File: src/rtl/adc_rd_pkg.sv
package adc_rd_pkg;

  typedef enum logic [2:0] {
    ST_IDLE,
    ST_CONV,
    ST_WAIT,
    ST_READ,
    ST_DONE
  } ctrlState_t;

  // strobes from sequencer to datapath
  typedef struct packed {
    logic clear;   // reset divider, bit counter and shifter
    logic run;     // advance serial clock and shifter
    logic commit;  // latch result and format flag
  } dpStrobe_t;

endpackage

File: src/rtl/adc_rd_ctrl.sv
module adc_rd_ctrl
  import adc_rd_pkg::*;
#(
  parameter int PW_W   = 8,
  parameter int TO_W   = 16,
  parameter int SYNC_N = 2
) (
  input  logic            clk,
  input  logic            rstN,
  input  logic            startReq,
  input  logic            pdMode,
  input  logic [PW_W-1:0] pwLen,
  input  logic [TO_W-1:0] timeoutLim,
  input  logic            adcBusy,
  input  logic            frameDone,
  output logic            convStN,
  output logic            ctrlBusy,
  output logic            timeoutErr,
  output dpStrobe_t       strobe
);

  localparam logic [PW_W-1:0] PW_ONE = PW_W'(1);
  localparam logic [TO_W-1:0] TO_ONE = TO_W'(1);

  ctrlState_t        state;
  logic [SYNC_N-1:0] busyPipe;
  logic              busySync;
  logic              convStQ;
  logic              sawBusy;
  logic              pdQ;
  logic              timeoutQ;
  logic [PW_W-1:0]   pwCnt;
  logic [TO_W-1:0]   toCnt;

  // busy arrives asynchronously from the converter
  always_ff @(posedge clk or negedge rstN) begin
    if (!rstN) busyPipe <= '0;
    else       busyPipe <= {busyPipe[SYNC_N-2:0], adcBusy};
  end
  assign busySync = busyPipe[SYNC_N-1];

  always_ff @(posedge clk or negedge rstN) begin
    if (!rstN) begin
      state    <= ST_IDLE;
      convStQ  <= 1'b1;
      sawBusy  <= 1'b0;
      pdQ      <= 1'b0;
      timeoutQ <= 1'b0;
      pwCnt    <= '0;
      toCnt    <= '0;
    end else begin
      timeoutQ <= 1'b0;
      case (state)
        ST_IDLE: if (startReq) begin
          state   <= ST_CONV;
          convStQ <= 1'b0;
          pwCnt   <= '0;
          toCnt   <= '0;
          sawBusy <= 1'b0;
          pdQ     <= pdMode;
        end
        ST_CONV: begin
          toCnt <= toCnt + TO_ONE;
          if (busySync) sawBusy <= 1'b1;
          if (toCnt == timeoutLim) begin
            timeoutQ <= 1'b1;
            convStQ  <= 1'b1;
            state    <= ST_IDLE;
          end else if (pdQ) begin
            if (sawBusy && !busySync) begin
              convStQ <= 1'b1;          // wake the converter
              state   <= ST_READ;
            end
          end else if (pwCnt == pwLen) begin
            convStQ <= 1'b1;
            state   <= ST_WAIT;
          end else begin
            pwCnt <= pwCnt + PW_ONE;
          end
        end
        ST_WAIT: begin
          toCnt <= toCnt + TO_ONE;
          if (busySync) sawBusy <= 1'b1;
          if (sawBusy && !busySync) begin
            state <= ST_READ;
          end else if (toCnt == timeoutLim) begin
            timeoutQ <= 1'b1;
            state    <= ST_IDLE;
          end
        end
        ST_READ: if (frameDone) state <= ST_DONE;
        ST_DONE: state <= ST_IDLE;
        default: state <= ST_IDLE;
      endcase
    end
  end

  assign strobe.clear  = (state != ST_READ);
  assign strobe.run    = (state == ST_READ);
  assign strobe.commit = (state == ST_DONE);
  assign convStN       = convStQ;
  assign ctrlBusy      = (state != ST_IDLE);
  assign timeoutErr    = timeoutQ;

  // while sleeping is requested, the line stays low during busy
  p_pd_hold_r3: assert property (@(posedge clk) disable iff (!rstN)
    (state == ST_CONV && pdQ && busySync && toCnt != timeoutLim) |=> !convStQ);

  // readout entered only after busy seen high then low
  p_read_after_busy_r4: assert property (@(posedge clk) disable iff (!rstN)
    $rose(state == ST_READ) |-> ($past(sawBusy) && !$past(busySync)));

  // a running cycle never restarts conversion without passing idle
  p_no_restart_r8: assert property (@(posedge clk) disable iff (!rstN)
    (state == ST_WAIT || state == ST_READ || state == ST_DONE) |=> state != ST_CONV);

  // timeout leaves the converter released and the sequencer idle
  p_timeout_idle_r9: assert property (@(posedge clk) disable iff (!rstN)
    timeoutQ |-> (state == ST_IDLE && convStQ));

endmodule

File: src/rtl/adc_rd_dpath.sv
module adc_rd_dpath
  import adc_rd_pkg::*;
#(
  parameter int DATA_W = 12,
  parameter int LEAD_W = 4,
  parameter int DIV_W  = 8
) (
  input  logic              clk,
  input  logic              rstN,
  input  dpStrobe_t         strobe,
  input  logic [DIV_W-1:0]  sclkDiv,
  input  logic              sdataIn,
  output logic              sclk,
  output logic              frameDone,
  output logic [DATA_W-1:0] result,
  output logic              resultValid,
  output logic              fmtErr
);

  localparam int FRAME_W = DATA_W + LEAD_W;
  localparam int CNT_W   = $clog2(FRAME_W + 1);
  localparam logic [CNT_W-1:0] LAST_EDGE = CNT_W'(FRAME_W - 1);
  localparam logic [CNT_W-1:0] CNT_ONE   = CNT_W'(1);
  localparam logic [DIV_W-1:0] DIV_ONE   = DIV_W'(1);

  logic [DIV_W-1:0]   divCnt;
  logic               sclkQ;
  logic [CNT_W-1:0]   edgeCnt;
  logic [FRAME_W-1:0] shiftQ;
  logic [DATA_W-1:0]  resultQ;
  logic               validQ;
  logic               fmtQ;
  logic               halfEnd;
  logic               fallNow;

  assign halfEnd   = (divCnt == sclkDiv);
  assign fallNow   = strobe.run && halfEnd && sclkQ;
  assign frameDone = fallNow && (edgeCnt == LAST_EDGE);

  always_ff @(posedge clk or negedge rstN) begin
    if (!rstN) begin
      divCnt  <= '0;
      sclkQ   <= 1'b0;
      edgeCnt <= '0;
      shiftQ  <= '0;
      resultQ <= '0;
      validQ  <= 1'b0;
      fmtQ    <= 1'b0;
    end else begin
      validQ <= strobe.commit;
      if (strobe.commit) begin
        resultQ <= shiftQ[DATA_W-1:0];
        fmtQ    <= |shiftQ[FRAME_W-1:DATA_W];
      end
      if (strobe.clear) begin
        divCnt  <= '0;
        sclkQ   <= 1'b0;
        edgeCnt <= '0;
        shiftQ  <= '0;
      end else if (strobe.run) begin
        if (halfEnd) begin
          divCnt <= '0;
          sclkQ  <= ~sclkQ;
          if (sclkQ) begin
            // old bit still held by the converter at this falling edge
            shiftQ  <= {shiftQ[FRAME_W-2:0], sdataIn};
            edgeCnt <= edgeCnt + CNT_ONE;
          end
        end else begin
          divCnt <= divCnt + DIV_ONE;
        end
      end
    end
  end

  assign sclk        = sclkQ;
  assign result      = resultQ;
  assign resultValid = validQ;
  assign fmtErr      = fmtQ;

  // valid is a single-cycle pulse
  p_valid_pulse_r6: assert property (@(posedge clk) disable iff (!rstN)
    validQ |=> !validQ);

  // serial clock back low by the time data is presented
  p_sclk_low_end_r5: assert property (@(posedge clk) disable iff (!rstN)
    validQ |-> !sclkQ);

  // no falling edge is counted past the frame length
  p_edge_bound_r10: assert property (@(posedge clk) disable iff (!rstN)
    strobe.run |-> (edgeCnt < CNT_W'(FRAME_W)));

endmodule

File: src/rtl/serial_adc_reader.sv
module serial_adc_reader
  import adc_rd_pkg::*;
#(
  parameter int DATA_W = 12,
  parameter int LEAD_W = 4,
  parameter int DIV_W  = 8,
  parameter int PW_W   = 8,
  parameter int TO_W   = 16
) (
  input  logic              clk,
  input  logic              rstN,
  input  logic              startReq,
  input  logic              pdMode,
  input  logic [DIV_W-1:0]  sclkDiv,
  input  logic [PW_W-1:0]   pwLen,
  input  logic [TO_W-1:0]   timeoutLim,
  output logic              convStN,
  input  logic              adcBusy,
  output logic              sclk,
  input  logic              sdata,
  output logic [DATA_W-1:0] result,
  output logic              resultValid,
  output logic              fmtErr,
  output logic              timeoutErr,
  output logic              ctrlBusy
);

  dpStrobe_t strobe;
  logic      frameDone;

  adc_rd_ctrl #(.PW_W(PW_W), .TO_W(TO_W), .SYNC_N(2)) u_ctrl (
    .clk(clk), .rstN(rstN), .startReq(startReq), .pdMode(pdMode),
    .pwLen(pwLen), .timeoutLim(timeoutLim), .adcBusy(adcBusy),
    .frameDone(frameDone), .convStN(convStN), .ctrlBusy(ctrlBusy),
    .timeoutErr(timeoutErr), .strobe(strobe)
  );

  adc_rd_dpath #(.DATA_W(DATA_W), .LEAD_W(LEAD_W), .DIV_W(DIV_W)) u_dpath (
    .clk(clk), .rstN(rstN), .strobe(strobe), .sclkDiv(sclkDiv),
    .sdataIn(sdata), .sclk(sclk), .frameDone(frameDone), .result(result),
    .resultValid(resultValid), .fmtErr(fmtErr)
  );

endmodule

File: config.mk
export PLATFORM = sky130hd
export DESIGN_NAME = serial_adc_reader
export DESIGN_NICKNAME = d
export VERILOG_FILES = /design/src/rtl/adc_rd_pkg.sv /design/src/rtl/adc_rd_ctrl.sv /design/src/rtl/adc_rd_dpath.sv /design/src/rtl/serial_adc_reader.sv
export SDC_FILE = /design/constraint.sdc
export NUM_CORES = 1
export LEC_CHECK = 0
export BUFFER_PORTS_ARGS = -buffer_cell sky130_fd_sc_hd__buf_2
export CAP_MARGIN = 20
export CORE_MARGIN = 10
export CORE_UTILIZATION = 57
export CTS_CLUSTER_DIAMETER = 30
export DETAILED_ROUTE_END_ITERATION = 6
export PLACE_DENSITY = 0.8
export SLEW_MARGIN = 25
export SYNTH_ARGS = -nofsm -noshare
export SYNTH_HDL_FRONTEND = slang
export SYNTH_SLANG_ARGS = --single-unit
File: constraint.sdc
create_clock -name clk -period 2.07 [get_ports clk]
set_input_delay 0.1035 -clock clk [delete_from_list [all_inputs] [get_ports clk]]
set_output_delay 0.1035 -clock clk [all_outputs]
set_load 0.005 [all_outputs]
==> results of run 1 <==
power breakdown:
part | internal (mW) | leakage [nW] | total [mW] | switching (mW)
clock | 0.578 | 0.107 | 1.18 | 0.601
sequential | 1.64 | 1.05 | 1.87 | 0.221
combinational | 0.415 | 1.13 | 0.955 | 0.540
Yosys cell counts (4+ instances only):
library cell / number / area share (%)
xor2_1: 36 / 8.1
dfrtp_1: 76 / 49
and3_1: 6 / 0.97
nand3_1: 14 / 1.8
mux2_2: 9 / 2.6
nand2b_1: 6 / 0.97
or3_1: 7 / 1.1
buf_2: 6 / 0.77
inv_1: 9 / 0.87
mux2i_1: 23 / 5.9
and4_1: 4 / 0.90
nor3_1: 10 / 1.3
xnor2_1: 16 / 3.6
nand2_1: 24 / 2.3
a21oi_1: 11 / 1.4
nor2_1: 44 / 4.2
nand4_1: 12 / 1.9
ha_1: 5 / 1.6
clkbuf_1: 6 / 0.58
o21ai_0: 10 / 1.3
nor4_1: 8 / 1.3
tightest hold or removal path, stage by stage:
cell	delay, ns
buf_2	0.07
mux2i_1	0.05
nor2_1	0.08
per-stage QoR:
stage	setup slack [ns]	hold WS [ns]	instance area (um2)	std cells	util, %
finish	0.148	0.00132	4540	525	67.6
global route	0.0103	0.0504	4540	525	67.6
CTS	0.00658	0.00392	4520	524	67.3
detailed placement	0.0433	0.0727	4280	505	63.8
global placement	0.173	0.0673	4280	505	63.8
floorplan	0.351	-0.192	3890	374	-
cell families after synthesis:
family	after synthesis	synth area share [%]
AO/OA/AOI/OAI	34	5.31
XOR/XNOR	52	11.7
adder cells (fa/ha/maj)	5	1.61
buffers and inverters	22	2.51
flip-flops	77	49.6
multiplexers	35	9.39
AND/OR/NAND/NOR	149	19.9
worst max-delay path by stage:
| stage | to | slack, ns | start |
|---|---|---|---|
| floorplan | u_ctrl.pwCnt[3] | 0.35 | u_ctrl.state[1] |
| global placement | u_ctrl.pwCnt[4] | 0.17 | u_ctrl.toCnt[8] |
| detailed placement | u_ctrl.pwCnt[3] | 0.04 | u_ctrl.toCnt[8] |
| CTS | u_ctrl.pwCnt[3] | 0.007 | u_ctrl.toCnt[8] |
| global route | u_ctrl.pwCnt[1] | 0.01 | u_ctrl.toCnt[8] |
| finish | u_ctrl.pwCnt[1] | 0.15 | u_ctrl.toCnt[8] |
flip-flops by register name, summed over array words and instances, names as in the netlist:
| name | cells |
|---|---|
| u_ctrl.busyPipe | 2 |
| u_ctrl.convStN | 1 |
| u_ctrl.pdQ | 1 |
| u_ctrl.pwCnt | 8 |
| u_ctrl.sawBusy | 1 |
| u_ctrl.state | 3 |
| u_ctrl.timeoutErr | 1 |
| u_ctrl.toCnt | 16 |
| u_dpath.divCnt | 8 |
| u_dpath.edgeCnt | 5 |
| u_dpath.fmtErr | 1 |
| u_dpath.result | 12 |
| u_dpath.resultValid | 1 |
| u_dpath.sclk | 1 |
| u_dpath.shiftQ | 16 |
final cells by class:
class,instances,area [um2]
Fill cell,524,2180
Sequential cell,77,1930
Multi-Input combinational cell,275,1880
Timing Repair Buffer,68,395
Clock buffer,9,124
Tap cell,80,100
Clock inverter,7,81.3
Inverter,9,33.8
per-layer routing:
| metal | routed length (um) | part of all wire, % | track usage, % | vias up |
|---|---|---|---|---|
| met1 | 3670 | 45 | 21.6 | 1406 |
| met2 | 3860 | 47 | 26.3 | 77 |
| met4 | 116 | 1.4 | 6.07 | 0 |
| met3 | 516 | 6.3 | 3.95 | 12 |
| li1 | - | - | - | 1435 |
| met5 | 0 | 0 | 0 | - |
what timing repair did:
action / CTS / global route
gates resized for setup: 0 / 4
endpoints found under the hold margin: 31 / 0
hold buffers: 3 / 0
setup buffers: 0 / 1
setup endpoints to repair: 0 / 9
==> results by group, run 1 <==
Outcome
  – Status: completed

Setup path
  – Crit path cell chain: xor2_1 -> nor4_2 -> and4_2 -> o21ai_0 -> o21ai_0
  – Worst path required time: 2.34 ns
  – Reg-to-reg slack, setup: 0.15 ns
  – Reg2reg start: u_ctrl.toCnt[8]
  – CP startpoint kind: register
  – CP dominant cell by count: o21ai_0
  – Kind of critical path: register to register
  – CP max FO: 9
  – Critical path depth: 5
  – Slowest stage delay, CP: 0.47 ns
  – RR Endpoint: u_ctrl.pwCnt[1]
  – Top delay family on crit path: simple AND/OR/NAND/NOR gates
  – Reg2Reg Depth: 5
  – Slowest cell on crit path: dfrtp_1
  – Crit path buf inv count: 0
  – WP data arrival: 2.19 ns
  – Critical Path End Type: register

Min path
  – Hold endpoint: u_dpath.shiftQ[0]
  – Hold Path Origin: sdata
  – Min-Delay Path Depth: 3
  – Worst hold path class: input port to register

Timing
  – Worst-Margin Slew: 0.423 ns
  – Crit path time final: 1.92 ns
  – Unrepaired setup endpoints after global routing: no
  – Hold Violations, Final: 0
  – Max Fclk: 520 MHz
  – Final setup TNS: 0 ns
  – Pins Over Slew Limit: 0
  – Final Cycle Share: slightly above 90%
  – Relative slew slack: 71.8%
  – Final Skew: 0.00967 ns
  – # setup viols final: 0

Power and ir drop
  – Design Power: 4.00 mW
  – Max IR drop VDD: between 0.3 and 0.4 mV
  – Power Density: 880 mW/mm2
  – LEAKAGE: 2.29 nW

Die
  – Die X: slightly above 100 um
  – Starting Density: between 50 and 60%
  – FP Rows: 30
  – Die Y: 103 um
  – I/O Pins: 56
  – Core box area: 0.00672 mm2
  – Die Area: roughly 0.011 mm2

Synthesis
  – Post-synth EDFFs: 0
  – Post-synth net total: 417
  – Syn Area/Cell: 10.4 um2
  – Register area share after synthesis: 49.6%
  – Synth Flop Type: dfrtp_1
  – Syn Inst Count: about 370
  – Synth Cell Area: 0.00389 mm2
  – Ys async rst share: 100%
  – Yosys reg bits: 77
  – Count of cell types in the netlist: 40
  – Warnings, synthesis: 0

Global routing
  – Largest net degree at the start of global routing: 48
  – GRT Util Overall: between 10% and 20%
  – Initial antenna violation count: 0
  – Number of global-route vias before repair: 2,953
  – Global-route wire length before repair: 14.0 mm
  – Global route overflow: 0

Clocking
  – CTS Buffer Depth: 2
  – Clock slew at reported path FFs: approximately 0.090 ns
  – CTS root buffer: clkbuf_8
  – Worst-Skew Late Latency: 0.35 ns
  – Cts bufs inserted: 9
  – CTS tree: yes
  – Clock sinks: 77
  – CTS H-Tree Depth: 3

Place
  – RD Place Congestion: 0.812
  – DPL Wire Length: 5.84 mm
  – Port Buffer Count: 55

Route
  – Iteration-0 DRC count of the detailed router: 86
  – DR DRC count: 0
  – DRT Pass-1 Iters: 4
  – WL final: 8.17 mm
  – Post-DR vias/cell: 5.58
  – DRT antenna net count: 0
  – Wirelength per Cell: roughly 16 um
  – DR vias: 2,930

Layout
  – Ratio of cells with drive above 1 in the final layout: 22.9%
  – Most common cell after layout, fill and taps aside: dfrtp_1
  – # diodes: 0
  – Most frequent cells in the layout: dfrtp_1, buf_2, nor2_1, xor2_1, nand2_1
  – Fin nets: 483
  – Area Overhead vs Synth: 16.8%

Run
  – # Max-Cap Violations: 0
Power figures use the tool's default switching activity.
==> run 2: changes to the inputs <==
--- a/config.mk
+++ b/config.mk
@@ -5,7 +5,7 @@
 export SDC_FILE = /design/constraint.sdc
 export NUM_CORES = 1
 export LEC_CHECK = 0
-export BUFFER_PORTS_ARGS = -buffer_cell sky130_fd_sc_hd__buf_2
+export BUFFER_PORTS_ARGS = -buffer_cell sky130_fd_sc_hd__buf_4
 export CAP_MARGIN = 20
 export CORE_MARGIN = 10
 export CORE_UTILIZATION = 57
==> results by group, run 2 (synthesis results as in run 1) <==
Run
  – # Max-Cap Violations: 0

Route
  – DRT Pass-1 Iters: 4
  – WL final: 7.95 mm
  – Post-DR vias/cell: between 5 and 6
  – Iteration-0 DRC count of the detailed router: 131
  – DR vias: 2,881
  – Wirelength per Cell: 15.2 um
  – DRT antenna net count: 0
  – DR DRC count: 0

Setup path
  – WP data arrival: 2.22 ns
  – Critical Path End Type: register
  – CP max FO: 9
  – Worst path required time: 2.35 ns
  – CP startpoint kind: register
  – Kind of critical path: register to register

Outcome
  – Status: completed

Layout
  – Fin nets: slightly below 500
  – Fillers: between 500 and 600
  – # diodes: 0
  – Fin cells: 524
  – Most common cell after layout, fill and taps aside: dfrtp_1
  – Area Overhead vs Synth: 19.7%
  – Most frequent cells in the layout: dfrtp_1, buf_4, nor2_1, xor2_1, nand2_1
  – Ratio of cells with drive above 1 in the final layout: 21.6%

Clocking
  – CTS Buffer Depth: 2
  – Cts bufs inserted: 9
  – CTS tree: yes
  – Clock slew at reported path FFs: 0.09 ns
  – CTS H-Tree Depth: 3
  – Clock sinks: 77
  – Worst-Skew Late Latency: between 0.3 and 0.4 ns
  – Post-CTS sizing: 0
  – CTS root buffer: clkbuf_8

Power and ir drop
  – Max IR drop VDD: about 0.5 mV
  – Net Sw Power: approximately 1.3 mW
  – Sw Share: 33.8%
  – Power Density: about 860 mW/mm2
  – Power Internal: approximately 2.6 mW
  – LEAKAGE: 2.31 nW
  – Logic pwr share: 23.6%
  – Clk pwr share: approximately 30%
  – Sequential share of power: 46.7%

Global routing
  – Met2 Track Usage GR: 25.1%
  – Met1 Track Usage GR: 20.0%
  – Initial antenna violation count: 0
  – GRT Util Overall: around 16%
  – Global-route wire length before repair: roughly 13 mm
  – Largest net degree at the start of global routing: 32
  – Number of global-route vias before repair: 2,893
  – GRT busiest layer: met2
  – Met3 usage in global routing: 4.36%
  – Global route overflow: 0

Place
  – DPL Wire Length: 5.77 mm
  – Port Buffer Count: 55
  – RD Place Congestion: 0.835
  – Placed Cells: 504

Timing
  – Max Fclk: around 520 MHz
  – Final Cycle Share: between 90% and 100%
  – Pins Over Slew Limit: 0
  – Unrepaired setup endpoints after global routing: no
  – Crit path time final: 1.94 ns
  – Final Skew: roughly 0.011 ns
  – Hold Violations, Final: 0
  – Worst-Margin Slew: 0.433 ns
  – Relative slew slack: 70.9%
  – # setup viols final: 0
  – Final setup TNS: 0 ns

Die
  – Starting Density: 57.9%
  – Die Y: 103 um
  – I/O Pins: 56
  – FP Rows: 30
  – Core box area: 0.00672 mm2
  – Die Area: around 0.011 mm2
  – Die X: about 100 um

Min path
  – Worst hold path class: input port to asynchronous set/reset pin
==> run 2: changes by cell type in the layout (fill, tap and decap cells not counted), sizes merged <==
cell and delta:
buf -2, dlygate4sd3 +1
==> run 2: area by class of cell <==
cell class	instances	area, um2	area share (%)
Clock inverter	7	81.3	1.75
Clock buffer	9	124	2.66
Sequential cell	77	1930	41.4
Tap cell	80	100	2.15
Inverter	9	33.8	0.725
Multi-Input combinational cell	275	1860	40.0
Timing Repair Buffer	67	526	11.3
==> run 2: path summary, 6_finish.rpt <==
check / cells past startpoint / startpoint / endpoint / slack [ns]
setup / recovery: 5 / u_ctrl.toCnt[8] / u_ctrl.pwCnt[3] / 0.13
setup reg to reg: 5 / u_ctrl.toCnt[8] / u_ctrl.pwCnt[3] / 0.13
hold / removal: 2 / rstN / u_ctrl.pwCnt[2] / 0.21
hold reg to reg: 0 / u_ctrl.busyPipe[0] / u_ctrl.busyPipe[1] / 0.37
max in group asynchronous: 3 / rstN / u_ctrl.toCnt[9] / 1.28
min in group clk: 4 / startReq / u_ctrl.pdQ / 0.22
==> run 2: metal layers <==
layer | share of wire (%) | up-vias | wire length [um]
li1 | - | 1430 | -
met4 | 0.78 | 0 | 62
met5 | 0 | - | 0
met1 | 46 | 1378 | 3670
met3 | 6.2 | 7 | 493
met2 | 47 | 66 | 3720
==> run 2: power by group through the flow <==
stage | Sequential, mW | Combinational, mW | Clock, mW
after floorplan | 1.81 | 0.712 | 0
after global placement | 1.88 | 0.911 | 0
after detailed placement | 1.89 | 0.936 | 0
after CTS | 1.86 | 0.947 | 1.22
after global routing | 1.89 | 1.07 | 1.28
final | 1.86 | 0.941 | 1.18
==> run 2: repair_timing <==
action / 4_1_cts / 5_1_grt
hold buffers: 4 / 0
hold endpoints to repair: 31 / 0
setup buffers: 0 / 0
==> run 2: per-stage QoR <==
stage / power [mW] / worst slack (ns) / instance area (um2) / hold WS [ns] / utilization [%]
after floorplan: 2.52 / 0.351 / 3890 / -0.192 / -
after global placement: 2.79 / 0.178 / 4410 / 0.0556 / 65.7
after detailed placement: 2.82 / 0.155 / 4410 / 0.0605 / 65.7
after CTS: 4.02 / 0.141 / 4660 / 0.205 / 69.3
after global routing: 4.24 / 0.0273 / 4660 / 0.222 / 69.3
final: 3.99 / 0.134 / 4660 / 0.208 / 69.3
==> run 2: worst max-delay path, stage by stage, from the launching register on <==
cell and delay (ns):
dfrtp_1 0.45, xor2_1 0.17, nor4_1 0.43, and4_1 0.45, or3_1 0.18, mux2i_1 0.19
==> run 3: changes to the inputs <==
--- a/config.mk
+++ b/config.mk
@@ -7,6 +7,7 @@
 export LEC_CHECK = 0
 export BUFFER_PORTS_ARGS = -buffer_cell sky130_fd_sc_hd__buf_4
 export CAP_MARGIN = 20
+export CORE_ASPECT_RATIO = 1.25
 export CORE_MARGIN = 10
 export CORE_UTILIZATION = 57
 export CTS_CLUSTER_DIAMETER = 30
==> results by group, run 3 (synthesis results as in run 1) <==
Setup path
  – CP startpoint kind: register
  – Critical Path End Type: register
  – CP max FO: 10
  – Worst path required time: 2.31 ns
  – WP data arrival: approximately 2.1 ns
  – Kind of critical path: register to register
  – Reg-to-reg slack, setup: approximately 0.19 ns

Clocking
  – CTS root buffer: clkbuf_8
  – CTS tree: yes
  – Worst-Skew Late Latency: 0.36 ns
  – CTS Buffer Depth: 2
  – CTS H-Tree Depth: 3
  – Cts bufs inserted: 9
  – Clock sinks: 77
  – Clock slew at reported path FFs: 0.08 ns

Timing
  – Final setup margin: ~0.19 ns
  – Pins Over Slew Limit: 0
  – Hold Violations, Final: 0
  – Final Skew: 0.00979 ns
  – # setup viols final: 0
  – Relative slew slack: about two thirds
  – Worst-Margin Slew: 0.490 ns
  – Hold Worst Slack: 0.0134 ns
  – Final setup TNS: 0 ns
  – Final Cycle Share: 90.9%
  – Unrepaired setup endpoints after global routing: no
  – Max Fclk: 531 MHz
  – Crit path time final: 1.88 ns

Die
  – FP Rows: 33
  – Core box area: 0.00661 mm2
  – Die Y: 112 um
  – Starting Density: around three fifths
  – I/O Pins: 56
  – Die X: 93.9 um
  – Die Area: 0.0105 mm2

Power and ir drop
  – LEAKAGE: about 2.3 nW
  – Power Density: 858 mW/mm2
  – Max IR drop VDD: 0.468 mV

Layout
  – Fin nets: 481
  – Ratio of cells with drive above 1 in the final layout: 22.3%
  – Most common cell after layout, fill and taps aside: dfrtp_1
  – Area Overhead vs Synth: 20.1%
  – Final instance area: approximately 0.0047 mm2
  – Area of the multi-input gates: 0.00188 mm2
  – # diodes: 0
  – Storage element area: ~0.0019 mm2
  – Fillers: 500
  – Most frequent cells in the layout: dfrtp_1, buf_4, nor2_1, xor2_1, nand2_1

Global routing
  – GRT Util Overall: 16.2%
  – Number of global-route vias before repair: 3,027
  – Global route overflow: 0
  – Global-route wire length before repair: 14.1 mm
  – Initial antenna violation count: 0
  – Largest net degree at the start of global routing: 43

Route
  – Wirelength per Cell: about 16 um
  – Post-DR vias/cell: 5.56
  – WL final: 8.30 mm
  – DRT Pass-1 Iters: 4
  – DR vias: 2,946
  – Iteration-0 DRC count of the detailed router: between 100 and 150
  – DRT antenna net count: 0
  – DR DRC count: 0

Run
  – # Max-Cap Violations: 0

Place
  – DPL Wire Length: 5.95 mm
  – Port Buffer Count: 55
  – Cell Area, Placed: around 0.0044 mm2
  – Worst slack at placement: slightly above 0.09 ns
  – RD Place Congestion: 0.844

Outcome
  – Status: completed

Min path
  – Worst hold path class: input port to register
-- run 3: worst max-delay path, stage by stage, from the launching register on --
cell and delay (ns):
dfrtp_1 0.49, nand2b_1 0.32, nor3_4 0.35, nand4_1 0.13
or3_1 0.34, mux2i_1 0.13
-- run 3: final timing paths --
path | depth (start not counted) | startpoint | end
max in group asynchronous | 3 | rstN | u_dpath.result[0]
hold / removal | 3 | sdata | u_dpath.shiftQ[0]
min in group asynchronous | 2 | rstN | u_ctrl.pwCnt[6]
setup reg to reg | 5 | u_ctrl.state[1] | u_ctrl.pwCnt[4]
setup / recovery | 5 | u_ctrl.state[1] | u_ctrl.pwCnt[4]
hold reg to reg | 0 | u_ctrl.busyPipe[0] | u_ctrl.busyPipe[1]
-- run 3: layer usage --
| layer | vias to the layer above | track usage, % | wire length, um |
|---|---|---|---|
| met5 | - | 0 | 0 |
| met4 | 0 | 5.69 | 134 |
| met2 | 81 | 27.2 | 4240 |
| met3 | 15 | 4.93 | 514 |
| li1 | 1425 | - | - |
| met1 | 1425 | 18.9 | 3410 |
-- run 3: report_power, final --
part | internal [mW] | leakage, nW | switching [mW]
Clock | 0.575 | 0.0984 | 0.608
Sequential | 1.64 | 1.05 | 0.221
Combinational | 0.415 | 1.15 | 0.542
Total | 2.63 | 2.30 | 1.37
-- run 3: cell type report --
type	count	share of cell area, %
multi-input combinational	275	40.2
inverter	9	0.723
clock inverter	7	1.77
sequential	77	41.3
clock buffer	9	2.65
tap	87	2.33
timing repair buffer	66	11.0
-- run 3: repair_timing --
action / CTS / global route
setup endpoints to repair: 0 / 9
buffers inserted: 0 / 0
hold buffers: 3 / 0
gates resized for setup: 0 / 3
endpoints found under the hold margin: 36 / 0
-- run 3: per-stage QoR --
| stage | utilization [%] | std cells | power, mW |
|---|---|---|---|
| floorplan | - | 374 | 2.52 |
| global placement | 66.9 | 511 | 2.80 |
| detailed placement | 66.9 | 511 | 2.83 |
| CTS | 70.5 | 530 | 4.02 |
| global route | 70.7 | 530 | 4.25 |
| finish | 70.7 | 530 | 4.01 |
